--- src/rtl/prio_irq_pkg.sv ---
package prio_irq_pkg;
  localparam int NUM_SRC = 5;
  localparam int IDX_W   = $clog2(NUM_SRC);

  typedef enum logic {
    LVL_LO = 1'b0,
    LVL_HI = 1'b1
  } svc_level_e;

  typedef logic [IDX_W-1:0] src_idx_t;
endpackage

--- src/rtl/irq_cfg_regs.sv ---
module irq_cfg_regs
  import prio_irq_pkg::*;
#(
  parameter int REG_W   = 8,
  parameter int GLB_BIT = 7
) (
  input  logic               clk,
  input  logic               rst,
  input  logic               en_wr,
  input  logic [REG_W-1:0]   en_wdata,
  input  logic               pri_wr,
  input  logic [REG_W-1:0]   pri_wdata,
  output logic [NUM_SRC-1:0] src_en,
  output logic               glb_en,
  output logic [NUM_SRC-1:0] src_pri
);
  // Only the bits that steer arbitration are stored; the rest are dropped.
  always_ff @(posedge clk) begin
    if (rst) begin
      src_en  <= '0;
      glb_en  <= 1'b0;
      src_pri <= '0;
    end else begin
      if (en_wr) begin
        src_en <= en_wdata[NUM_SRC-1:0];
        glb_en <= en_wdata[GLB_BIT];
      end
      if (pri_wr) begin
        src_pri <= pri_wdata[NUM_SRC-1:0];
      end
    end
  end

  assert_master_hold_R3: assert property (@(posedge clk) disable iff (rst)
    !en_wr |=> $stable(glb_en) && $stable(src_en));
endmodule

--- src/rtl/irq_level_pick.sv ---
module irq_level_pick
  import prio_irq_pkg::*;
(
  input  logic [NUM_SRC-1:0] cand,
  output logic               hit,
  output src_idx_t           idx
);
  // Scan downwards so the lowest set index is the last one written.
  always_comb begin
    hit = |cand;
    idx = '0;
    for (int i = NUM_SRC - 1; i >= 0; i--) begin
      if (cand[i]) idx = src_idx_t'(i);
    end
  end
endmodule

--- src/rtl/irq_svc_track.sv ---
module irq_svc_track
  import prio_irq_pkg::*;
(
  input  logic       clk,
  input  logic       rst,
  input  logic       take,
  input  svc_level_e take_lvl,
  input  logic       ret,
  output logic       svc_hi,
  output logic       svc_lo
);
  always_ff @(posedge clk) begin
    if (rst) begin
      svc_hi <= 1'b0;
      svc_lo <= 1'b0;
    end else if (ret) begin
      if (svc_hi) svc_hi <= 1'b0;
      else        svc_lo <= 1'b0;
    end else if (take) begin
      if (take_lvl == LVL_HI) svc_hi <= 1'b1;
      else                    svc_lo <= 1'b1;
    end
  end

  assert_low_waits_R7: assert property (@(posedge clk) disable iff (rst)
    take && (take_lvl == LVL_LO) |-> !svc_hi && !svc_lo);

  assert_high_blocks_high_R7: assert property (@(posedge clk) disable iff (rst)
    take && (take_lvl == LVL_HI) |-> !svc_hi);

  assert_return_inner_first_R8: assert property (@(posedge clk) disable iff (rst)
    ret && svc_hi |=> !svc_hi && (svc_lo == $past(svc_lo)));

  assert_take_not_on_return_R6: assert property (@(posedge clk) disable iff (rst)
    !(take && ret));
endmodule

--- src/rtl/prio_irq_ctrl.sv ---
module prio_irq_ctrl
  import prio_irq_pkg::*;
#(
  parameter int REG_W      = 8,
  parameter int GLB_BIT    = 7,
  parameter int ADDR_W     = 16,
  parameter int VEC_BASE   = 3,
  parameter int VEC_STRIDE = 8,
  parameter int TMR0_IDX   = 1,
  parameter int TMR1_IDX   = 3
) (
  input  logic              clk,
  input  logic              rst,
  input  logic [3:0]        req_in,
  input  logic              ser_rx_done,
  input  logic              ser_tx_done,
  input  logic              en_wr,
  input  logic [REG_W-1:0]  en_wdata,
  input  logic              pri_wr,
  input  logic [REG_W-1:0]  pri_wdata,
  input  logic              insn_done,
  input  logic              reti,
  output logic              irq_valid,
  output logic [ADDR_W-1:0] irq_vector,
  output logic [1:0]        tmr_flag_clr
);
  localparam int NUM_LVL  = 2;
  localparam int VEC_LAST = VEC_BASE + (NUM_SRC - 1) * VEC_STRIDE;

  logic [NUM_SRC-1:0] src_en, src_pri, req_all, req_eff;
  logic               glb_en;
  logic               svc_hi, svc_lo;
  logic [NUM_SRC-1:0] lvl_cand [NUM_LVL];
  logic               lvl_hit  [NUM_LVL];
  src_idx_t           lvl_idx  [NUM_LVL];
  logic               hi_ok, lo_ok, take;
  svc_level_e         take_lvl;
  src_idx_t           win_idx;

  irq_cfg_regs #(.REG_W(REG_W), .GLB_BIT(GLB_BIT)) u_cfg (
    .clk      (clk),
    .rst      (rst),
    .en_wr    (en_wr),
    .en_wdata (en_wdata),
    .pri_wr   (pri_wr),
    .pri_wdata(pri_wdata),
    .src_en   (src_en),
    .glb_en   (glb_en),
    .src_pri  (src_pri)
  );

  assign req_all = {ser_rx_done | ser_tx_done, req_in};
  assign req_eff = req_all & src_en & {NUM_SRC{glb_en}};
  assign lvl_cand[LVL_HI] = req_eff & src_pri;
  assign lvl_cand[LVL_LO] = req_eff & ~src_pri;

  for (genvar g = 0; g < NUM_LVL; g++) begin : g_lvl
    irq_level_pick u_pick (
      .cand(lvl_cand[g]),
      .hit (lvl_hit[g]),
      .idx (lvl_idx[g])
    );
  end

  assign hi_ok    = lvl_hit[LVL_HI] && !svc_hi;
  assign lo_ok    = lvl_hit[LVL_LO] && !svc_hi && !svc_lo;
  assign take     = insn_done && !reti && (hi_ok || lo_ok);
  assign take_lvl = hi_ok ? LVL_HI : LVL_LO;
  assign win_idx  = hi_ok ? lvl_idx[LVL_HI] : lvl_idx[LVL_LO];

  irq_svc_track u_svc (
    .clk     (clk),
    .rst     (rst),
    .take    (take),
    .take_lvl(take_lvl),
    .ret     (reti),
    .svc_hi  (svc_hi),
    .svc_lo  (svc_lo)
  );

  always_ff @(posedge clk) begin
    if (rst) begin
      irq_valid    <= 1'b0;
      irq_vector   <= '0;
      tmr_flag_clr <= '0;
    end else begin
      irq_valid       <= take;
      tmr_flag_clr[0] <= take && (win_idx == src_idx_t'(TMR0_IDX));
      tmr_flag_clr[1] <= take && (win_idx == src_idx_t'(TMR1_IDX));
      if (take) begin
        irq_vector <= ADDR_W'(VEC_BASE) + ADDR_W'(win_idx) * ADDR_W'(VEC_STRIDE);
      end
    end
  end

  assert_vec_grid_R1: assert property (@(posedge clk) disable iff (rst)
    irq_valid |-> ((irq_vector - ADDR_W'(VEC_BASE)) % ADDR_W'(VEC_STRIDE) == '0)
                  && (irq_vector <= ADDR_W'(VEC_LAST)));

  assert_at_boundary_R6: assert property (@(posedge clk) disable iff (rst)
    irq_valid |-> $past(insn_done) && !$past(reti));

  assert_clr_with_vec_R9: assert property (@(posedge clk) disable iff (rst)
    (|tmr_flag_clr) |-> irq_valid && $onehot0(tmr_flag_clr));

  assert_serial_source_R5: assert property (@(posedge clk) disable iff (rst)
    irq_valid && (irq_vector == ADDR_W'(VEC_LAST)) |-> $past(ser_rx_done || ser_tx_done));
endmodule

--- config.mk ---
export PLATFORM = sky130hd
export DESIGN_NAME = prio_irq_ctrl
export DESIGN_NICKNAME = d
export VERILOG_FILES = /design/src/rtl/prio_irq_pkg.sv /design/src/rtl/irq_cfg_regs.sv /design/src/rtl/irq_level_pick.sv /design/src/rtl/irq_svc_track.sv /design/src/rtl/prio_irq_ctrl.sv
export SDC_FILE = /design/constraint.sdc
export NUM_CORES = 1
export LEC_CHECK = 0
export ABC_AREA = 1
export ABC_CLOCK_PERIOD_IN_PS = 1300
export CORE_ASPECT_RATIO = 1.1
export CORE_MARGIN = 8
export CORE_UTILIZATION = 38
export DETAILED_ROUTE_END_ITERATION = 12
export PLACE_DENSITY = 0.8
export SLEW_MARGIN = 10
export SYNTH_ARGS = -nofsm -noshare
export SYNTH_HDL_FRONTEND = slang
export SYNTH_SLANG_ARGS = --single-unit
--- constraint.sdc ---
create_clock -name clk -period 1.3 [get_ports clk]
set_input_delay 0.195 -clock clk [delete_from_list [all_inputs] [get_ports clk]]
set_output_delay 0.195 -clock clk [all_outputs]
set_load 0.05 [all_outputs]
==> key figures, run 1 <==
Run status
  – Status: finished, violations left
  – Failing checks: negative setup slack

Finish
  – # diodes: 0
  – Share of layout cells above drive strength 1: 0.2742
  – Synth-to-Final Area Change: 46.91%
  – Fin cells: 219
  – Nets@finish: 215

Global route
  – Global-route wire length before repair: around 4.2 mm
  – Grt total ovfl: 0
  – Vias in the first global route: 979
  – Total track usage: 0.1079
  – Largest net degree at the start of global routing: 21
  – Initial antenna violation count: 0

Synthesis
  – Synth area leaders: dfxtp_1, buf_4, nand2_1, inv_1, nor2_1
  – Prevailing post-synth register cell: dfxtp_1
  – Syn Inst Count: about 150
  – Yosys reg bits: 20
  – Yosys top cell area share: 0.3600
  – Post-synthesis simple-gate area fraction: 0.3723
  – Yosys top cell by area: dfxtp_1
  – Post-synth EDFFs: 0
  – Sequential-to-total area share from yosys stat: 0.3600
  – Adder-Cell Fraction of Synth Area: 0
  – Yosys warns: 0
  – Synth Cell Area: about 1100 sq um
  – Proportion of synthesized area in mux cells: 0
  – Post-Synth XOR/XNOR Area: 0
  – Commonest cells post-synth: dfxtp_1, nand2_1, inv_1, nor2_1
  – Syn avg cell area: 7.366 sq um
  – Synth async-reset ratio: 0
  – Largest family of logic cells by synthesized area: simple AND/OR/NAND/NOR gates
  – Compound-gate portion of the synthesized area: 0.1035
  – Synth unique cells: 21

Clock tree
  – Skew-Pair Late Insertion Delay: around 310 ps
  – Clock transition at path regs: around 110 ps
  – Clock sinks: 20
  – CTS Hold Bufs: 0
  – CTS root buf: clkbuf_4
  – TritonCTS buffer count: 3
  – H-tree depth: 1
  – CTS tree: yes
  – Max clock buf depth: 2

Worst setup path
  – Max stage delay on crit path: roughly 360 ps
  – Worst-path fanout max: 7
  – Worst Setup Start Kind: register
  – Crit. End Element: register
  – Worst path required time: 1510 ps
  – Delay-heaviest family, CP: simple AND/OR/NAND/NOR gates
  – R2R Setup Slk: -110 ps
  – Max stage delay cell, worst path: dfxtp_2
  – Worst path cell trace: buf_6 -> nand4_1 -> a21oi_1 -> nand3_1 -> nand2_2 -> inv_2 -> nand2_1 -> nor2_2
  – CP arrival: around 1600 ps
  – Crit path buf inv count: 2
  – CP Class: reg -> reg

Floorplanning
  – Die Ht: between 70 and 80 um
  – Die area: approximately 5000 sq um
  – Initial Utilization: 0.4005
  – Die width: roughly 68 um
  – Core ar.: between 2000 and 3000 sq um
  – Row cnt: 20
  – # IOs: 47

Run
  – Max cap viols: 0

Power
  – Pwr dens: ~810 nW/um^2
  – Total power: 0.001322 W
  – Max VDD drop: between 0.5 and 0.6 mV
  – Leak Pwr: roughly 0.7 nW

Timing
  – Hold WS: around 470 ps
  – Fin. max-slew vios: 0
  – Final WS setup: -106.1 ps
  – Endpoints failing hold: 0
  – Final setup violation count: 7
  – Minimum clock period: approximately 1400 ps
  – Slew HR: 0.6222
  – Unrepaired setup endpoints after global routing: true
  – Worst slew pin tran: around 570 ps
  – Final setup skew: 4.580 ps
  – Final Cycle Share: 1.082
  – Fmax: a little over 0.7 GHz

Placed design
  – Global placer's final weighted congestion: 0.8473
  – Cell count after placement: between 200 and 250
  – HPWL after detailed placement: 2.058 mm
  – Count of input and output buffers: 30
  – Pre-CTS WS: -265.2 ps

Detailed routing
  – Drt total wl: ~2.7 mm
  – Drt drc: 0
  – Antenna-violating nets left: 0
  – Mean number of vias per cell: approximately 4.8
  – Vias: around 1000
  – Routed len/inst: about 13 um
  – TritonRoute pass-1 iters: 4
  – DRT iter0 DRCs: 23

Hold path
  – Worst hold path type: in -> reg
-- cell families (layout without fill, tap and decap cells) --
logic type | count (synthesis) | after routing
simple gates | 75 | 75
compound gates | 22 | 22
buf+inv | 33 | 58
flops | 20 | 20
other cells | 1 | 11
-- tightest hold or removal path: cells and delay by family --
family | cells | cell delay [ps]
buf+inv | 1 | 400
simple gates | 2 | 150
-- registers in the layout, indices dropped and copies added (netlist names) --
name	count
irq_valid	1
u_svc.svc_hi	1
u_cfg.src_en	5
irq_vector	4
u_svc.svc_lo	1
u_cfg.glb_en	1
tmr_flag_clr	2
u_cfg.src_pri	5
-- worst paths after layout --
| check | start | end | depth (start not counted) |
|---|---|---|---|
| max | u_cfg.glb_en | tmr_flag_clr[0] | 8 |
| min | en_wdata[0] | u_cfg.src_en[0] | 3 |
| max reg2reg | u_cfg.glb_en | tmr_flag_clr[0] | 8 |
| min reg2reg | u_svc.svc_lo | u_svc.svc_lo | 2 |
-- where the power goes --
| part | total, W | internal (W) | switching [W] | leakage (nW) |
|---|---|---|---|---|
| clock | 0.000358 | 0.000171 | 0.000187 | 0.0210 |
| sequential | 0.000662 | 0.000640 | 0.0000226 | 0.164 |
| combinational | 0.000302 | 0.000117 | 0.000185 | 0.509 |
-- what timing repair did --
| item | 4_1_cts | 5_1_grt |
|---|---|---|
| setup buffers | 0 | 1 |
| setup endpoints to repair | 7 | 9 |
| resized for setup | 11 | 12 |
| pin swaps | 3 | 6 |
-- cell type report --
type	count	area (sq um)
Fill cell	240	1144
Inverter	18	67.56
Timing Repair Buffer	36	429.2
Multi-Input combinational cell	108	658.1
Tap cell	33	41.29
Clock buffer	4	36.28
Sequential cell	20	401.6
-- stage by stage --
step / utilization / cell area, sq um / TNS (ps)
after floorplan: - / 1150 / 0
after global placement: 0.5392 / 1498 / -2905
after detailed placement: 0.5392 / 1498 / -3262
after CTS: 0.5698 / 1583 / -85.17
after global routing: 0.5883 / 1634 / -1113
final: 0.5883 / 1634 / -568.7
-- per-layer routing --
layer  part of all wire  track usage  up-vias
met2               0.51       0.1812       31
met5                  0            0        -
met4              0.028      0.06977        0
met3              0.056      0.01843        7
met1               0.40       0.1201      475
li1                   -            -      533
-- cell usage in the layout (no fill, tap or decap) --
cell / count
a21boi_1: 1
nand4_1: 8
inv_2: 3
a21boi_2: 1
nor2_2: 4
nand2_1: 17
dfxtp_2: 1
inv_1: 15
clkbuf_8: 1
nand3_1: 6
nor2_4: 7
a21oi_2: 1
clkdlybuf4s50_1: 22
nor3_1: 1
o21ai_0: 12
nand2_2: 7
nand2_4: 2
conb_1: 11
buf_6: 1
clkbuf_4: 3
buf_12: 8
dfxtp_1: 19
nand3_4: 6
nor2_1: 16
a21oi_1: 7
nand3_2: 1
buf_4: 5
No activity file was read; power rests on OpenSTA's default activity.
==> run 2: changes to the inputs <==
--- a/config.mk
+++ b/config.mk
@@ -10,6 +10,7 @@
 export CORE_ASPECT_RATIO = 1.1
 export CORE_MARGIN = 8
 export CORE_UTILIZATION = 38
+export CTS_CLUSTER_DIAMETER = 30
 export DETAILED_ROUTE_END_ITERATION = 12
 export PLACE_DENSITY = 0.8
 export SLEW_MARGIN = 10
==> results of run 2 <==
The final DEF is identical to that of run 1; final timing and power are the same.
==> run 3: changes to the inputs <==
--- a/config.mk
+++ b/config.mk
@@ -7,8 +7,8 @@
 export LEC_CHECK = 0
 export ABC_AREA = 1
 export ABC_CLOCK_PERIOD_IN_PS = 1300
+export CAP_MARGIN = 10
 export CORE_ASPECT_RATIO = 1.1
-export CORE_MARGIN = 8
 export CORE_UTILIZATION = 38
 export CTS_CLUSTER_DIAMETER = 30
 export DETAILED_ROUTE_END_ITERATION = 12
==> key figures, run 3 (synthesis gave the netlist of run 1 again) <==
Detailed routing
  – Met3 Wirelength: 97 um
  – DRT iter0 DRCs: 21
  – TritonRoute pass-1 iters: 4
  – Drt drc: 0
  – Routed len/inst: ~11 um
  – Wl on met1: approximately 970 um
  – Mean number of vias per cell: about 4.8
  – Antenna-violating nets left: 0
  – Routed wl met2: about 1.2 mm
  – Drt total wl: about 2.3 mm
  – Max layer used: met4
  – Vias: approximately 1000

Worst setup path
  – Max stage delay on crit path: between 300 and 400 ps
  – CP Class: reg -> reg
  – R2r startpoint: u_cfg.glb_en
  – Crit path depth: 9
  – CP most frequent cell: nand2_1
  – R2R Setup Slk: -110 ps
  – Worst path cell trace: buf_6 -> nand3_4 -> nor2_4 -> nand2_1 -> a21oi_2 -> nand3_2 -> nand2_2 -> nand2_1 -> nor2_2
  – Worst path required time: approximately 1500 ps
  – Crit path buf inv count: 1
  – Worst Setup Start Kind: register
  – Crit. End Element: register
  – Max stage delay cell, worst path: dfxtp_2
  – Delay-heaviest family, CP: simple AND/OR/NAND/NOR gates
  – CP arrival: 1650 ps
  – RR Endpoint: tmr_flag_clr[0]
  – Worst r2r path cells: 9
  – Worst-path fanout max: 7

Finish
  – Most common cell after layout, fill and taps aside: clkdlybuf4s50_1
  – Most frequent cells in the layout: clkdlybuf4s50_1, dfxtp_1, nand2_1
  – Synth-to-Final Area Change: 43.19%
  – Biggest registers after layout: u_cfg.src_en (5), u_cfg.src_pri (5), irq_vector (4)
  – Nets@finish: roughly 210
  – Share of layout cells above drive strength 1: 0.2732
  – # diodes: 0

Power
  – Net Switching: approximately 0.00037 W
  – Clock share of power: 0.227
  – Flop pwr share: 0.536
  – Pwr dens: about 770 nW/um^2
  – Comb pwr share: 0.237
  – Switching part of the total: 0.3014
  – Total power: 0.001232 W
  – Leak Pwr: 0.6758 nW
  – Cell Int Power: roughly 0.00086 W
  – Max VDD drop: roughly 0.63 mV

Timing
  – Final WS setup: -109.8 ps
  – Final setup violation count: 7
  – Slew HR: 0.6213
  – Worst slew pin tran: approximately 570 ps
  – Hold WS: 470.6 ps
  – Minimum clock period: approximately 1400 ps
  – Final setup skew: 2.891 ps
  – Endpoints failing hold: 0
  – Fin. max-slew vios: 0
  – Unrepaired setup endpoints after global routing: true
  – Fmax: slightly above 0.7 GHz
  – Final Cycle Share: 1.084

Floorplanning
  – Die area: 3148 sq um
  – Core ar.: around 2800 sq um
  – Initial Utilization: 0.4005
  – # IOs: 47
  – Row cnt: 20
  – Die width: about 54 um
  – Die Ht: around 59 um

Clock tree
  – Post-CTS Setup Inserts: 0
  – CTS tree: yes
  – TritonCTS buffer count: 3
  – CTS Hold Bufs: 0
  – Clock transition at path regs: roughly 100 ps
  – Max clock buf depth: 2
  – Skew-Pair Late Insertion Delay: 300 ps
  – CTS root buf: clkbuf_4
  – Clock sinks: 20
  – H-tree depth: 1

Hold path
  – Min-delay src: rst
  – WHS Path Cells: 2
  – Worst hold path type: in -> reg
  – Hold Path Sink: u_svc.svc_lo

Run
  – Max cap viols: 0

Run status
  – Failing checks: negative setup slack
  – Status: finished, violations left

Global route
  – Vias in the first global route: 887
  – Total track usage: 0.1634
  – Largest net degree at the start of global routing: 21
  – Initial antenna violation count: 0
  – Global-route wire length before repair: ~3.7 mm
  – Grt total ovfl: 0

Placed design
  – Pre-CTS WS: -275.6 ps
  – Global placer's final weighted congestion: about 0.87
  – Count of input and output buffers: 30
  – HPWL after detailed placement: 1.735 mm
run 3: worst max path at each step:
stage | startpoint | endpoint
floorplan | u_cfg.glb_en | irq_vector[4]
global placement | req_in[2] | irq_vector[4]
detailed placement | req_in[2] | irq_vector[4]
CTS | u_cfg.glb_en | irq_vector[3]
global route | u_cfg.glb_en | irq_vector[3]
finish | u_cfg.glb_en | tmr_flag_clr[0]
run 3: layer usage:
metal | global-route usage | vias to the layer above
li1 | - | 531
met1 | 0.2016 | 469
met2 | 0.2625 | 37
met3 | 0.02326 | 7
met4 | 0.1015 | 0
met5 | 0 | -
run 3: timing repair:
action / in CTS / in global routing
hold endpoints to repair: 0 / 0
endpoints found under the setup margin: 7 / 8
pin swaps: 11 / 6
gates resized for setup: 11 / 10
run 3: layout make-up:
type / count / area [sq um]
repair buffers: 34 / 414.1
flip-flops and latches: 20 / 401.6
clock buffers: 3 / 22.52
multi-input cells: 108 / 645.6
fillers: 251 / 1185
inverters: 18 / 67.56
well taps: 33 / 41.29
run 3: per-stage QoR:
step | instances | utilization | instance area [sq um] | setup TNS, ps
final | 216 | 0.5734 | 1593 | -449.1
after global routing | 216 | 0.5734 | 1593 | -1179
after CTS | 216 | 0.5617 | 1560 | -97.14
after detailed placement | 213 | 0.5365 | 1490 | -3132
after global placement | 213 | 0.5365 | 1490 | -2873
after floorplan | 161 | - | 1150 | 0
run 3: power groups by stage:
stage          clock, W  combinational (W)  sequential [W]
2_1_floorplan         0           0.000191        0.000674
3_3_place_gp          0           0.000271        0.000672
3_5_place_dp          0           0.000274        0.000672
4_1_cts        0.000287           0.000285        0.000660
5_1_grt        0.000311           0.000316        0.000664
6_report       0.000279           0.000292        0.000661
